`config.mk`:
```
export PLATFORM = sky130hd
export DESIGN_NAME = dual_wave_timer
export DESIGN_NICKNAME = d
export VERILOG_FILES = /design/src/rtl/dwt_pkg.sv /design/src/rtl/dwt_prescaler.sv /design/src/rtl/dwt_counter.sv /design/src/rtl/dwt_wavegen.sv /design/src/rtl/dual_wave_timer.sv
export SDC_FILE = /design/constraint.sdc
export NUM_CORES = 1
export LEC_CHECK = 0
export ABC_AREA = 1
export BUFFER_PORTS_ARGS = -buffer_cell sky130_fd_sc_hd__buf_2
export CORE_ASPECT_RATIO = 1.5
export CORE_MARGIN = 8
export CORE_UTILIZATION = 50
export DETAILED_ROUTE_END_ITERATION = 12
export HOLD_SLACK_MARGIN = 0.05
export PLACE_DENSITY = 0.8
export SYNTH_ARGS = -nofsm -noshare
export SYNTH_HDL_FRONTEND = slang
export SYNTH_HIERARCHICAL = 1
export SYNTH_SLANG_ARGS = --single-unit
```
`constraint.sdc`:
```
create_clock -name clk -period 2.6 [get_ports clk]
set_input_delay 0.52 -clock clk [delete_from_list [all_inputs] [get_ports clk]]
set_output_delay 0.52 -clock clk [all_outputs]
set_load 0.01 [all_outputs]
```
`src/rtl/dwt_pkg.sv`:
```
package dwt_pkg;

  typedef enum logic [1:0] {
    MODE_CLR   = 2'd0,
    MODE_FAST  = 2'd1,
    MODE_PHASE = 2'd2,
    MODE_ALT   = 2'd3
  } wave_mode_e;

  localparam int PRE_W   = 10;
  localparam int SEL_W   = 3;

  // log2 of the division ratio for each select code
  function automatic int div_shift(input logic [SEL_W-1:0] sel);
    case (sel)
      3'd2:    return 3;
      3'd3:    return 5;
      3'd4:    return 6;
      3'd5:    return 7;
      3'd6:    return 8;
      3'd7:    return 10;
      default: return 0;
    endcase
  endfunction

  function automatic logic [PRE_W-1:0] div_mask(input logic [SEL_W-1:0] sel);
    logic [PRE_W:0] one_hot;
    one_hot = (PRE_W+1)'(1) << div_shift(sel);
    return PRE_W'(one_hot - 1'b1);
  endfunction

endpackage

```
`src/rtl/dwt_prescaler.sv`:
```
module dwt_prescaler
  import dwt_pkg::*;
(
  input  logic             clk,
  input  logic             rst_n,
  input  logic [SEL_W-1:0] sel,
  output logic             tick
);

  logic [PRE_W-1:0] pre_q;
  logic [PRE_W-1:0] pre_d;
  logic [PRE_W-1:0] mask;

  always_comb begin
    pre_d = pre_q + 1'b1;
    mask  = div_mask(sel);
    tick  = (sel != '0) && (&(pre_q | ~mask));
  end

  always_ff @(posedge clk or negedge rst_n) begin
    if (!rst_n) pre_q <= '0;
    else        pre_q <= pre_d;
  end

  // a stopped divider never ticks; divide-by-one ticks every cycle
  a_r2_stop_no_tick: assert property (@(posedge clk) disable iff (!rst_n)
    (sel == 3'd0) |-> !tick);
  a_r2_div1_every: assert property (@(posedge clk) disable iff (!rst_n)
    (sel == 3'd1) |-> tick);

endmodule

```
`src/rtl/dwt_counter.sv`:
```
module dwt_counter
  import dwt_pkg::*;
#(
  parameter int CNT_W = 8
) (
  input  logic             clk,
  input  logic             rst_n,
  input  logic             tick,
  input  wave_mode_e       mode,
  input  logic [CNT_W-1:0] top_in,
  input  logic [CNT_W-1:0] cmp_in,
  output logic [CNT_W-1:0] cnt_nxt,
  output logic             dir_dn_nxt,
  output logic [CNT_W-1:0] cmp_use,
  output logic             top_turn
);

  logic [CNT_W-1:0] cnt_q, top_q, cmp_q, top_use;
  logic             dir_dn_q;
  logic             is_phase, load;

  always_comb begin
    is_phase = (mode == MODE_PHASE);
    load     = is_phase ? (cnt_q == '0) : (cnt_q == top_q);
    top_use  = load ? top_in : top_q;
    cmp_use  = load ? cmp_in : cmp_q;
    if (is_phase) begin
      cnt_nxt = dir_dn_q ? (cnt_q - 1'b1) : (cnt_q + 1'b1);
      if (cnt_nxt == '0)           dir_dn_nxt = 1'b0;
      else if (cnt_nxt >= top_use) dir_dn_nxt = 1'b1;
      else                         dir_dn_nxt = dir_dn_q;
      top_turn = !dir_dn_q && dir_dn_nxt;
    end else begin
      cnt_nxt    = (cnt_q == top_q) ? '0 : (cnt_q + 1'b1);
      dir_dn_nxt = 1'b0;
      top_turn   = (cnt_q == top_q);
    end
  end

  always_ff @(posedge clk or negedge rst_n) begin
    if (!rst_n) begin
      cnt_q    <= '0;
      dir_dn_q <= 1'b0;
      top_q    <= '0;
      cmp_q    <= '0;
    end else if (tick) begin
      cnt_q    <= cnt_nxt;
      dir_dn_q <= dir_dn_nxt;
      if (load) begin
        top_q <= top_in;
        cmp_q <= cmp_in;
      end
    end
  end

  // single-slope modes stay within the active TOP
  a_r10_cnt_le_top: assert property (@(posedge clk) disable iff (!rst_n)
    (!is_phase && top_q != '0) |-> (cnt_q <= top_q));
  // the dual-slope count always leaves zero heading upward
  a_r6_bottom_up: assert property (@(posedge clk) disable iff (!rst_n)
    (is_phase && cnt_q == '0) |-> !dir_dn_q);

endmodule

```
`src/rtl/dwt_wavegen.sv`:
```
module dwt_wavegen
  import dwt_pkg::*;
#(
  parameter int CNT_W = 8
) (
  input  logic             clk,
  input  logic             rst_n,
  input  logic             tick,
  input  wave_mode_e       mode,
  input  logic [CNT_W-1:0] cnt_nxt,
  input  logic             dir_dn_nxt,
  input  logic [CNT_W-1:0] cmp_use,
  input  logic             top_turn,
  output logic             wave_a,
  output logic             wave_b
);

  logic a_q, b_q, a_d, b_d;

  always_comb begin
    a_d = a_q ^ top_turn;
    case (mode)
      MODE_FAST:  b_d = (cnt_nxt <= cmp_use);
      MODE_PHASE: b_d = dir_dn_nxt ? (cnt_nxt <= cmp_use) : (cnt_nxt < cmp_use);
      default:    b_d = 1'b0;
    endcase
  end

  always_ff @(posedge clk or negedge rst_n) begin
    if (!rst_n) begin
      a_q <= 1'b0;
      b_q <= 1'b0;
    end else if (tick) begin
      a_q <= a_d;
      b_q <= b_d;
    end
  end

  assign wave_a = a_q;
  assign wave_b = b_q;

  // without a divided tick both pins hold
  a_r9_hold: assert property (@(posedge clk) disable iff (!rst_n)
    !tick |=> ($stable(wave_a) && $stable(wave_b)));
  // clear-at-TOP modes drive B low after any tick
  a_r3_b_low: assert property (@(posedge clk) disable iff (!rst_n)
    (tick && (mode == MODE_CLR || mode == MODE_ALT)) |=> !wave_b);

endmodule

```
`src/rtl/dual_wave_timer.sv`:
```
module dual_wave_timer
  import dwt_pkg::*;
#(
  parameter int CNT_W = 8
) (
  input  logic             clk,
  input  logic             rst_n,
  input  logic [1:0]       mode_sel,
  input  logic [2:0]       pre_sel,
  input  logic [CNT_W-1:0] top_val,
  input  logic [CNT_W-1:0] cmpb_val,
  output logic             wave_a,
  output logic             wave_b
);

  logic [1:0]       rst_sync;
  logic             rst_int_n;
  logic             tick;
  wave_mode_e       mode;
  logic [CNT_W-1:0] cnt_nxt, cmp_use;
  logic             dir_dn_nxt, top_turn;

  always_ff @(posedge clk or negedge rst_n) begin
    if (!rst_n) rst_sync <= 2'b00;
    else        rst_sync <= {rst_sync[0], 1'b1};
  end
  assign rst_int_n = rst_sync[1];
  assign mode      = wave_mode_e'(mode_sel);

  dwt_prescaler u_pre (
    .clk   (clk),
    .rst_n (rst_int_n),
    .sel   (pre_sel),
    .tick  (tick)
  );

  dwt_counter #(.CNT_W(CNT_W)) u_cnt (
    .clk        (clk),
    .rst_n      (rst_int_n),
    .tick       (tick),
    .mode       (mode),
    .top_in     (top_val),
    .cmp_in     (cmpb_val),
    .cnt_nxt    (cnt_nxt),
    .dir_dn_nxt (dir_dn_nxt),
    .cmp_use    (cmp_use),
    .top_turn   (top_turn)
  );

  dwt_wavegen #(.CNT_W(CNT_W)) u_wave (
    .clk        (clk),
    .rst_n      (rst_int_n),
    .tick       (tick),
    .mode       (mode),
    .cnt_nxt    (cnt_nxt),
    .dir_dn_nxt (dir_dn_nxt),
    .cmp_use    (cmp_use),
    .top_turn   (top_turn),
    .wave_a     (wave_a),
    .wave_b     (wave_b)
  );

  // outputs are low while reset is held
  a_r1_reset_low: assert property (@(posedge clk)
    !rst_int_n |-> (!wave_a && !wave_b));

endmodule

```
==> results.yml <==
placement:
  hpwl_um: 6900
  io_buffers: 24
  dpl.cell_count: 657
  pre_cts_ws_ns: -0.228
  place_congestion: 0.925
clock_network:
  root_buffer: "clkbuf_8"
  cts_buffer_depth: 2
  numCtsBuffers: 5
  cts.reportedPaths.clkPinSlew_ns: 0.08
  cts_tree: "built"
  htree_levels: 2
  clk_latency_ns: 0.31
  numClockSinks: 39
grt:
  antenna_found_initial: 0
  grt_pass1_vias: 3504
  grt_pass1_wl_um: 15600
  grt_max_degree: 38
  grt.overflow.total: 0
  grt_use_total: 0.209
synth:
  synthAdderAreaFrac: 0.0836
  yosysWarnings: 6
  synth_top_family_by_area: "simple AND/OR/NAND/NOR gates"
  seq_area_frac_synth: 0.296
  avgSynthCellArea_um2: 6.52
  synth.distinct_cells: 30
  synthTopCellsByCount: "181 x nand2_1, 90 x inv_1, 59 x nand3_1, 39 x dfrtp_1, 24 x nor2_1"
  synthTopCellsByArea: "dfrtp_1 30%, nand2_1 21%, inv_1 10%"
  yosysMostFrequentCell: "nand2_1"
  yosysTopAreaCellShare: 0.296
  syn_nets: 550
  ys_seq_elements: 39
  synth_compound_area_frac: 0.0414
  synth_ff_type: "dfrtp_1"
  async_reset_ff_frac: 1.00
  synth_edf_count: 0
  syn_area_um2: 3290
  syn_inst: 505
  synth_top_cell_by_area: "dfrtp_1"
  synthMuxAreaShare: 0
  synthSimpleGateAreaFrac: 0.413
  yosys.area_share.xor_xnor: 0.0319
outcome:
  violations: "negative setup slack"
  status: "finished with violations"
power_and_ir_drop:
  switching_share: 0.454
  seqPwrFrac: 0.186
  leakagePower_nw: 2.50
  power_frac_comb: 0.701
  power.density_nw_per_um2: 1100
  power.net_switching_mw: 2.18
  max-vdd-ir-drop_v: 0.000685
  total_power_mw: 4.80
  power_frac_clock: 0.113
  p_int_mw: 2.62
timing:
  min_period_over_period: 1.11
  tns_ns: -0.569
  drv_slew: 0
  fmax_ghz: 0.347
  setup_ws_ns: -0.284
  period_needed_ns: 2.88
  worst_slew_pin_slew_ns: 0.879
  fin_skew_ns: 0.00859
  rsz0062_at_grt: "true"
  finalHoldViolCount: 0
  slew_headroom: 0.414
  setup_violations: 3
route:
  dr.pass1.iters: 5
  antenna_left: 0
  wl_per_cell_um: 14.2
  via_count: 3552
  drt_wl_total_um: 9560
  drc: 0
  drt_first_iter_violations: 272
  vias_per_cell: 5.28
hold_path:
  hold_class: "flop to async pin"
cells_and_area:
  drive_gt1_frac: 0.300
  stdcell_count: 673
  fin_nets: 641
  fin_util: 0.678
  syn_to_final_growth_pct: 32.6
  n_fill_cell: 496
  antenna_cells: 0
worst_setup_path:
  startpoint_type: "flop"
  path_max_fanout: 10
  end_kind: "flop"
  r2r-start: "u_cnt/cnt_q[0]"
  criticalPathCategory: "flop to flop"
  r2r_setup_slack_ns: -0.28
  critPathArrivalTime_ns: 3.09
  worstPathRequired_ns: 2.81
  reg2regPathDepth: 24
  r2r_end: "u_wave/wave_b"
floorplanning:
  die_area_um2: 9490
  ios: 25
  die_h_um: 115
  dieWidth_um: 82.3
  initial_core_util: 0.511
  rows: 36
  floorplan.core_area_um2: 6440
flow_run:
  drv_cap: 0
[cell type report]
| class | instances | area, um^2 | area share |
|---|---|---|---|
| inverters | 92 | 345 | 0.0791 |
| flip-flops and latches | 39 | 980 | 0.224 |
| multi-input cells | 359 | 2110 | 0.483 |
| clock buffers | 6 | 82.6 | 0.0189 |
| repair buffers | 99 | 718 | 0.164 |
| clock inverters | 2 | 35.0 | 0.00802 |
| well taps | 76 | 95.1 | 0.0218 |
[placed cells by master (no fill, tap or decap), drive strengths merged]
cell,n
nand2,186
buf,98
inv,92
nand3,64
dfrtp,39
nor2,31
ha,22
xor2,12
o21ai,12
and2,10
a21oi,8
clkbuf,6
nand4,6
conb,2
nor3,2
clkinv,1
bufinv,1
dlygate4sd3,1
a31oi,1
o21a,1
nor3b,1
nand3b,1
[per-layer routing]
metal	share of wire	track usage
met5	0	0
met4	0.051	0.119
met3	0.048	0.0376
met2	0.52	0.381
met1	0.38	0.212
[flip-flops by register name, indices dropped and copies added (netlist names)]
signal / cells
u_pre/pre_q: 10
u_cnt/cmp_q: 8
u_cnt/cnt_q: 8
u_cnt/top_q: 8
rst_sync: 2
u_cnt/dir_dn_q: 1
u_wave/wave_a: 1
u_wave/wave_b: 1
[how the worst max path moves through the flow]
| stage | startpoint | to | slack [ns] |
|---|---|---|---|
| after global routing | u_cnt/cnt_q[0] | u_wave/wave_b | -0.45 |
| after detailed placement | mode_sel[1] | u_wave/wave_b | -0.23 |
| after global placement | mode_sel[0] | u_wave/wave_b | -0.20 |
| after CTS | u_cnt/cnt_q[0] | u_wave/wave_b | -0.23 |
| after floorplan | u_cnt/cnt_q[0] | u_wave/wave_b | -0.04 |
| final | u_cnt/cnt_q[0] | u_wave/wave_b | -0.28 |
[power groups by stage]
stage                     Combinational [mW]  Clock [mW]  Sequential [mW]
after detailed placement                2.78           0            0.884
after global placement                  2.70           0            0.877
after CTS                               2.94       0.551            0.881
after floorplan                         1.77           0            0.861
final                                   3.36       0.544            0.892
after global routing                    3.70       0.570            0.904
[metrics by stage]
stage | instance area, um^2 | hold WS [ns]
3_3_place_gp | 4000 | 0.303
2_1_floorplan | 3350 | 0.224
3_5_place_dp | 4000 | 0.308
4_1_cts | 4220 | 0.313
6_report | 4370 | 0.283
5_1_grt | 4370 | 0.350
[worst max-delay path, stage by stage, from the launching register on]
cell	delay, ns
dfrtp_1	0.40
inv_2	0.08
buf_4	0.14
nand2_4	0.05
nand3_4	0.09
nor3_4	0.18
nand3_4	0.13
nand2_4	0.17
nand2_1	0.09
nand2_1	0.13
ha_4	0.22
a21oi_2	0.14
o21ai_2	0.07
nand2_1	0.06
nand4_1	0.18
nand2_1	0.13
inv_2	0.05
nand2_1	0.07
inv_2	0.04
a21oi_2	0.12
nor3_2	0.05
nand2_1	0.05
nand2_1	0.05
nand2_1	0.05
nand2_1	0.04
[repair_timing]
action | CTS | global route
hold buffers | 1 | 0
endpoints found under the setup margin | 2 | 3
hold endpoints to repair | 2 | 0
resized for setup | 18 | 25
pin swaps | 10 | 5
buffers inserted | 4 | 3
[cell families after synthesis]
| family | after synthesis |
|---|---|
| buffers and inverters | 107 |
| AO/OA/AOI/OAI | 22 |
| AND/OR/NAND/NOR | 301 |
| adder cells (fa/ha/maj) | 22 |
| XOR/XNOR | 12 |
| flip-flops | 39 |
| other | 2 |
No activity file was read; power rests on OpenSTA's default activity.
